==> config.mk <==
export PLATFORM = sky130hd
export DESIGN_NAME = irq_dispatch_ctrl
export DESIGN_NICKNAME = d
export VERILOG_FILES = /design/src/rtl/irq_pkg.sv /design/src/rtl/irq_flag_regs.sv /design/src/rtl/irq_prio_pick.sv /design/src/rtl/irq_step_ctrl.sv /design/src/rtl/irq_dispatch_ctrl.sv
export SDC_FILE = /design/constraint.sdc
export NUM_CORES = 1
export LEC_CHECK = 0
export BUFFER_PORTS_ARGS = -buffer_cell sky130_fd_sc_hd__buf_2
export CELL_PAD_IN_SITES_DETAIL_PLACEMENT = 0
export CELL_PAD_IN_SITES_GLOBAL_PLACEMENT = 1
export CORE_MARGIN = 2
export CORE_UTILIZATION = 33
export CTS_BUF_LIST = sky130_fd_sc_hd__clkbuf_16
export DETAILED_ROUTE_END_ITERATION = 10
export PLACE_DENSITY_LB_ADDON = 0.1
export SLEW_MARGIN = 5
export SYNTH_ARGS = -nofsm -noshare
export SYNTH_HDL_FRONTEND = slang
export SYNTH_SLANG_ARGS = --single-unit
==> constraint.sdc <==
create_clock -name clk -period 3.09 [get_ports clk]
set_clock_uncertainty 0.05 [all_clocks]
set_input_delay 0.309 -clock clk [delete_from_list [all_inputs] [get_ports clk]]
set_output_delay 0.309 -clock clk [all_outputs]
set_load 0.02 [all_outputs]
==> src/rtl/irq_pkg.sv <==
package irq_pkg;

    localparam int NUM_SRC_DEF  = 5;
    localparam int REG_W        = 8;
    localparam int ADDR_W       = 16;
    localparam int COST_W       = 3;

    typedef enum logic [1:0] {
        IME_OFF   = 2'd0,
        IME_ARMED = 2'd1,
        IME_ON    = 2'd2
    } ime_e;

    typedef enum logic [1:0] {
        ACT_EXEC     = 2'd0,
        ACT_IDLE     = 2'd1,
        ACT_DISPATCH = 2'd2,
        ACT_STALL    = 2'd3
    } act_e;

    typedef struct packed {
        act_e               act;
        logic [ADDR_W-1:0]  vec;
        logic [COST_W-1:0]  cost;
    } step_res_t;

    localparam logic [COST_W-1:0] COST_DISPATCH = 3'd5;
    localparam logic [COST_W-1:0] COST_IDLE     = 3'd4;

    function automatic logic [ADDR_W-1:0] vec_of(input logic [ADDR_W-1:0] base,
                                                  input logic [ADDR_W-1:0] stride,
                                                  input logic [ADDR_W-1:0] idx);
        return base + stride * idx;
    endfunction

endpackage

==> src/rtl/irq_flag_regs.sv <==
module irq_flag_regs #(
    parameter int NUM_SRC = 5,
    parameter int REG_W   = 8
) (
    input  logic               clk,
    input  logic               rst,
    input  logic               wr_en,
    input  logic               wr_sel,
    input  logic [REG_W-1:0]   wr_data,
    input  logic [NUM_SRC-1:0] src_req,
    input  logic [NUM_SRC-1:0] clr_mask,
    output logic [REG_W-1:0]   en_q,
    output logic [NUM_SRC-1:0] flag_q
);
    logic [NUM_SRC-1:0] flag_base;
    logic [NUM_SRC-1:0] flag_n;

    always_comb begin
        flag_base = (wr_en && wr_sel) ? wr_data[NUM_SRC-1:0] : flag_q;
        // request pulses are merged last so they win over a dispatch clear
        flag_n    = (flag_base & ~clr_mask) | src_req;
    end

    always_ff @(posedge clk) begin
        if (rst) begin
            en_q   <= '0;
            flag_q <= '0;
        end else begin
            flag_q <= flag_n;
            if (wr_en && !wr_sel)
                en_q <= wr_data;
        end
    end
endmodule

==> src/rtl/irq_prio_pick.sv <==
module irq_prio_pick #(
    parameter int NUM_SRC = 5,
    localparam int IDX_W  = (NUM_SRC > 1) ? $clog2(NUM_SRC) : 1
) (
    input  logic [NUM_SRC-1:0] pend,
    output logic               any,
    output logic [IDX_W-1:0]   idx,
    output logic [NUM_SRC-1:0] onehot
);
    logic [NUM_SRC:0] seen;

    assign seen[0] = 1'b0;

    for (genvar i = 0; i < NUM_SRC; i++) begin : g_chain
        assign onehot[i]  = pend[i] & ~seen[i];
        assign seen[i+1]  = seen[i] | pend[i];
    end

    assign any = seen[NUM_SRC];

    always_comb begin
        idx = '0;
        for (int i = 0; i < NUM_SRC; i++)
            if (onehot[i]) idx = idx | IDX_W'(i);
    end
endmodule

==> src/rtl/irq_step_ctrl.sv <==
module irq_step_ctrl
    import irq_pkg::*;
#(
    parameter int                NUM_SRC  = 5,
    parameter logic [ADDR_W-1:0] VEC_BASE = 16'h0040,
    parameter logic [ADDR_W-1:0] VEC_STEP = 16'h0008,
    localparam int               IDX_W    = (NUM_SRC > 1) ? $clog2(NUM_SRC) : 1
) (
    input  logic               clk,
    input  logic               rst,
    input  logic               boundary,
    input  logic               pend_any,
    input  logic [IDX_W-1:0]   pick_idx,
    input  logic [NUM_SRC-1:0] pick_onehot,
    input  logic               ime_ei,
    input  logic               ime_di,
    input  logic               ime_reti,
    input  logic               halt_req,
    input  logic               stop_req,
    input  logic               bug_done,
    output logic [NUM_SRC-1:0] clr_mask,
    output ime_e               ime_q,
    output logic               halted_q,
    output logic               stopped_q,
    output logic               bug_q,
    output logic               valid_q,
    output step_res_t          res_q
);
    ime_e      ime_n;
    logic      halted_n, stopped_n, bug_n;
    step_res_t res_n;
    logic      idle_now;

    always_comb begin
        ime_n     = ime_q;
        halted_n  = halted_q;
        stopped_n = stopped_q;
        bug_n     = bug_q;
        clr_mask  = '0;
        res_n     = '{act: ACT_EXEC, vec: '0, cost: '0};
        idle_now  = halted_q && !pend_any;

        if (boundary) begin
            if (stopped_q) begin
                res_n.act = ACT_STALL;
            end else begin
                if (pend_any) halted_n = 1'b0;
                if (ime_q == IME_ARMED) begin
                    ime_n = IME_ON;
                    if (idle_now) begin
                        res_n.act  = ACT_IDLE;
                        res_n.cost = COST_IDLE;
                    end
                end else if (ime_q == IME_ON && pend_any) begin
                    ime_n      = IME_OFF;
                    clr_mask   = pick_onehot;
                    res_n.act  = ACT_DISPATCH;
                    res_n.cost = COST_DISPATCH;
                    res_n.vec  = vec_of(VEC_BASE, VEC_STEP, ADDR_W'(pick_idx));
                end else if (idle_now) begin
                    res_n.act  = ACT_IDLE;
                    res_n.cost = COST_IDLE;
                end
            end
        end

        // core commands override the boundary update
        if (ime_di)   ime_n = IME_OFF;
        if (ime_ei)   ime_n = IME_ARMED;
        if (ime_reti) ime_n = IME_ON;
        if (halt_req) begin
            if (pend_any && ime_q != IME_ON) bug_n = 1'b1;
            else                             halted_n = 1'b1;
        end
        if (stop_req) stopped_n = 1'b1;
        if (bug_done) bug_n = 1'b0;
    end

    always_ff @(posedge clk) begin
        if (rst) begin
            ime_q     <= IME_OFF;
            halted_q  <= 1'b0;
            stopped_q <= 1'b0;
            bug_q     <= 1'b0;
            valid_q   <= 1'b0;
            res_q     <= '{act: ACT_EXEC, vec: '0, cost: '0};
        end else begin
            ime_q     <= ime_n;
            halted_q  <= halted_n;
            stopped_q <= stopped_n;
            bug_q     <= bug_n;
            valid_q   <= boundary;
            if (boundary) res_q <= res_n;
        end
    end
endmodule

==> src/rtl/irq_dispatch_ctrl.sv <==
module irq_dispatch_ctrl
    import irq_pkg::*;
#(
    parameter int                NUM_SRC  = 5,
    parameter logic [15:0]       VEC_BASE = 16'h0040,
    parameter logic [15:0]       VEC_STEP = 16'h0008
) (
    input  logic               clk,
    input  logic               rst,
    input  logic [NUM_SRC-1:0] src_req,
    input  logic               reg_wr_en,
    input  logic               reg_wr_sel,
    input  logic [7:0]         reg_wr_data,
    input  logic               ime_ei,
    input  logic               ime_di,
    input  logic               ime_reti,
    input  logic               halt_req,
    input  logic               stop_req,
    input  logic               bug_done,
    input  logic               boundary,
    output logic [7:0]         rd_enable,
    output logic [7:0]         rd_flag,
    output logic [1:0]         ime_state,
    output logic               halted,
    output logic               stopped,
    output logic               halt_bug,
    output logic               step_valid,
    output logic [1:0]         step_act,
    output logic [15:0]        step_vec,
    output logic [2:0]         step_cost
);
    localparam int IDX_W = (NUM_SRC > 1) ? $clog2(NUM_SRC) : 1;
    localparam int PAD_W = REG_W - NUM_SRC;

    logic [REG_W-1:0]   en_q;
    logic [NUM_SRC-1:0] flag_q;
    logic [NUM_SRC-1:0] pend;
    logic [NUM_SRC-1:0] clr_mask;
    logic [NUM_SRC-1:0] pick_onehot;
    logic [IDX_W-1:0]   pick_idx;
    logic               pend_any;
    ime_e               ime_q;
    step_res_t          res_q;

    irq_flag_regs #(.NUM_SRC(NUM_SRC), .REG_W(REG_W)) u_regs (
        .clk      (clk),
        .rst      (rst),
        .wr_en    (reg_wr_en),
        .wr_sel   (reg_wr_sel),
        .wr_data  (reg_wr_data),
        .src_req  (src_req),
        .clr_mask (clr_mask),
        .en_q     (en_q),
        .flag_q   (flag_q)
    );

    assign pend = en_q[NUM_SRC-1:0] & flag_q;

    irq_prio_pick #(.NUM_SRC(NUM_SRC)) u_pick (
        .pend   (pend),
        .any    (pend_any),
        .idx    (pick_idx),
        .onehot (pick_onehot)
    );

    irq_step_ctrl #(.NUM_SRC(NUM_SRC), .VEC_BASE(VEC_BASE), .VEC_STEP(VEC_STEP)) u_ctrl (
        .clk         (clk),
        .rst         (rst),
        .boundary    (boundary),
        .pend_any    (pend_any),
        .pick_idx    (pick_idx),
        .pick_onehot (pick_onehot),
        .ime_ei      (ime_ei),
        .ime_di      (ime_di),
        .ime_reti    (ime_reti),
        .halt_req    (halt_req),
        .stop_req    (stop_req),
        .bug_done    (bug_done),
        .clr_mask    (clr_mask),
        .ime_q       (ime_q),
        .halted_q    (halted),
        .stopped_q   (stopped),
        .bug_q       (halt_bug),
        .valid_q     (step_valid),
        .res_q       (res_q)
    );

    generate
        if (PAD_W > 0) begin : g_pad
            assign rd_flag = {{PAD_W{1'b1}}, flag_q};
        end else begin : g_nopad
            assign rd_flag = flag_q[REG_W-1:0];
        end
    endgenerate

    assign rd_enable = en_q;
    assign ime_state = ime_q;
    assign step_act  = res_q.act;
    assign step_vec  = res_q.vec;
    assign step_cost = res_q.cost;
endmodule

==> tab_implementation.tex <==
\begin{tabular}{lr}
\hline
Metric & Value \\
\hline
\multicolumn{2}{l}{\textbf{Worst setup path}} \\
Data arrival time at the worst-slack endpoint & 1.95 ns \\
Critical path, cell by cell & a222oi\_1 -> nand3\_2 -> a2111oi\_2 -> o21ba\_1 \\
Kind of critical path & register to register \\
FF-to-FF setup slack & 1.29 ns \\
Cell family contributing the most delay on the critical path & compound AO/OA/AOI/OAI gates \\
Data required time of the worst path & 3.25 ns \\
Standard cell with the maximum stage delay on the critical path & sky130\_fd\_sc\_hd\_\_a222oi\_1 \\
Sum of buffers and inverters on the critical path & 0 \\
Maximum net fanout on the critical path & 5 \\
Startpoint kind of the worst setup timing path & register \\
Largest incremental delay on the critical path & 0.70 ns \\
Crit. End Element & register \\
\multicolumn{2}{l}{\textbf{Layout}} \\
Most common cell after layout, fill and taps aside & sky130\_fd\_sc\_hd\_\_buf\_2 \\
Number of nets in the final layout & 209 \\
Final standard cell area without fillers & 1540 um\^{}2 \\
Most used cells in the layout excluding fill and tap cells & sky130\_fd\_sc\_hd\_\_buf\_2, sky130\_fd\_sc\_hd\_\_dfxtp\_1, sky130\_fd\_sc\_hd\_\_nor2\_1 \\
Area Growth Syn to Fin & 26.4\% \\
Fraction of final layout cells with drive strength greater than 1 & 0.348 \\
Core Util, Final & 0.426 \\
ANT cells & 0 \\
\multicolumn{2}{l}{\textbf{GRT}} \\
Maximum number of pins on one net before global-route repair & 27 \\
Fraction of met3 tracks used by global routing & 0.0313 \\
Global Route Usage Sum & 0.139 \\
Number of global-route vias before repair & 1,030 \\
GRT met1 Usage & 0.171 \\
GRT Max-Usage Layer & met2 \\
Met2 Resource Use GR & 0.241 \\
Global route overflow & 0 \\
Wire length of the first global-routing pass & 4.56 mm \\
Antenna violations before repair & 0 \\
\multicolumn{2}{l}{\textbf{Yosys}} \\
Cell count after synthesis & 137 \\
Flops \& latches, synth & 26 \\
Count of synthesis-stage warnings from yosys & 0 \\
Fraction of registers with async set or reset after synthesis & 0 \\
Mean post-synth cell area & 8.88 um\^{}2 \\
Count of flip-flops with a built-in enable after synthesis & 0 \\
Proportion of synthesized chip area in sequential cells & 0.428 \\
Synthesized area & 1220 um\^{}2 \\
Number of distinct library cells after synthesis & 32 \\
Leading register cell type out of synthesis & sky130\_fd\_sc\_hd\_\_dfxtp\_1 \\
\multicolumn{2}{l}{\textbf{Placed design}} \\
Post-detailed-placement half-perimeter wirelength & 2.10 mm \\
Placed Area & 1430 um\^{}2 \\
Post-Place Worst Slack & 1.25 ns \\
\# port buffers & 50 \\
Routability congestion estimate & 0.781 \\
\multicolumn{2}{l}{\textbf{Clock tree}} \\
TritonCTS clock tree & done \\
Worst-path clk slew & 0.07 ns \\
Worst-skew pair later-pin latency & 0.26 ns \\
Buffer cell driving the clock tree root & sky130\_fd\_sc\_hd\_\_clkbuf\_16 \\
Post-CTS setup buffer count & 0 \\
CTS Buf Count & 3 \\
Sinks on Clock Net & 26 \\
Deepest clock path buffer count & 2 \\
Number of gates resized after cts & 0 \\
\# H-tree levels & 1 \\
Number of hold buffers added after CTS & 0 \\
\multicolumn{2}{l}{\textbf{Floorplanning}} \\
Starting utilization of the core area & 0.337 \\
Die Span Y & 64.7 um \\
Number of top-level pins & 67 \\
Die X-Extent & 64.7 um \\
Placeable core region & 3610 um\^{}2 \\
Row count & 22 \\
Total Die Area & 4190 um\^{}2 \\
\multicolumn{2}{l}{\textbf{Detailed routing}} \\
Starting DRC count in detailed routing & 41 \\
Mean number of vias per cell & 4.53 \\
Number of vias after detailed routing & 1,050 \\
Post-route DRC violation count & 0 \\
DR pass1 iterations & 4 \\
Final wirelength & 2.76 mm \\
Average wire per standard cell & 11.9 um \\
Post-route antenna net violation count & 0 \\
\multicolumn{2}{l}{\textbf{Job}} \\
Number of max-cap violations & 0 \\
\multicolumn{2}{l}{\textbf{Hold path}} \\
Class of the tightest hold or removal check & input pin to register \\
\multicolumn{2}{l}{\textbf{STA}} \\
Setup TNS & 0 ns \\
Headroom to the max-slew limit & 0.382 \\
Upper clock frequency limit & 556 MHz \\
Final worst path period share & 0.582 \\
Number of hold violations in the final report & 0 \\
Unrepaired setup endpoints after global routing & false \\
Final Worst Setup Slack & 1.29 ns \\
Total count of max-transition violations in the final report & 0 \\
Min Clock Period, post-route & 1.80 ns \\
Setup violators final & 0 \\
Transition time of the tightest slew-check pin & 0.924 ns \\
\multicolumn{2}{l}{\textbf{Status}} \\
Result of the run & finished clean \\
\multicolumn{2}{l}{\textbf{Power}} \\
Maximum vdd ir drop & 0.000210 V \\
Power density over the cells & 571 nW/um\^{}2 \\
Leak pwr & 0.731 nW \\
\hline
\end{tabular}
## final cells by class
| cell class | instances | area, um^2 |
|---|---|---|
| Multi-Input combinational cell | 101 | 587 |
| Timing Repair Buffer | 51 | 258 |
| Fill cell | 394 | 2070 |
| Sequential cell | 26 | 520 |
| Clock inverter | 1 | 30.0 |
| Inverter | 2 | 7.51 |
| Clock buffer | 3 | 75.1 |
| Tap cell | 48 | 60.1 |
## metal layers
metal | vias up | wire, um
met5 | - | 0
met4 | 0 | 19
met3 | 2 | 155
met2 | 39 | 1360
met1 | 474 | 1230
li1 | 535 | -
## cell families (layout without fill, tap and decap cells)
kind of cell           Yosys count  after routing  share of synthesized area
AO/OA/AOI/OAI                   26             26                      0.141
buffers and inverters           24             57                      0.133
flip-flops                      26             26                      0.428
multiplexers                    13             13                      0.112
other                            2             16                    0.00618
AND/OR/NAND/NOR                 46             46                      0.180
## power by group
| group | internal, mW | switching (mW) |
|---|---|---|
| Clock | 0.258 | 0.121 |
| Sequential | 0.353 | 0.0149 |
| Combinational | 0.0487 | 0.0832 |
| Total | 0.659 | 0.219 |
## cell usage after synthesis (2+ instances only)
cell                        n  area (um^2)
sky130_fd_sc_hd__dfxtp_1   26          521
sky130_fd_sc_hd__nor2_1    19         71.3
sky130_fd_sc_hd__buf_4     17          128
sky130_fd_sc_hd__a21oi_1   13         65.1
sky130_fd_sc_hd__nand2_1   11         41.3
sky130_fd_sc_hd__mux2i_1    8         80.1
sky130_fd_sc_hd__mux2_2     5         56.3
sky130_fd_sc_hd__clkbuf_1   4         15.0
sky130_fd_sc_hd__nand3_1    3         15.0
sky130_fd_sc_hd__nor2b_1    3         18.8
sky130_fd_sc_hd__a211oi_1   2         15.0
sky130_fd_sc_hd__a31oi_1    2         12.5
sky130_fd_sc_hd__conb_1     2         7.51
sky130_fd_sc_hd__inv_1      2         7.51
sky130_fd_sc_hd__nor3_1     2         10.0
sky130_fd_sc_hd__o211ai_1   2         15.0
## final timing paths
check | from | endpoint | cells past startpoint
worst max-delay path | u_regs.en_q[2] | u_ctrl.ime_q[1] | 4
worst min-delay path | bug_done | u_ctrl.bug_q | 2
worst max register to register | u_regs.en_q[2] | u_ctrl.ime_q[1] | 4
worst min register to register | u_ctrl.res_q[7] | u_ctrl.res_q[7] | 2
## metrics by stage
stage / instances / power, mW / hold WS, ns
after detailed placement: 228 / 0.509 / 0.414
final: 232 / 0.878 / 0.164
after CTS: 232 / 0.884 / 0.164
after floorplan: 151 / 0.479 / 0.338
after global routing: 232 / 0.917 / 0.175
after global placement: 228 / 0.507 / 0.402
## flip-flops by register name (all words and copies together), names as in the netlist
signal and cells:
u_regs.en_q 8, u_ctrl.res_q 7, u_regs.flag_q 5, u_ctrl.ime_q 2
u_ctrl.bug_q 1, u_ctrl.halted_q 1, u_ctrl.stopped_q 1, u_ctrl.valid_q 1
Note: power is estimated with default switching activity, not from simulation.
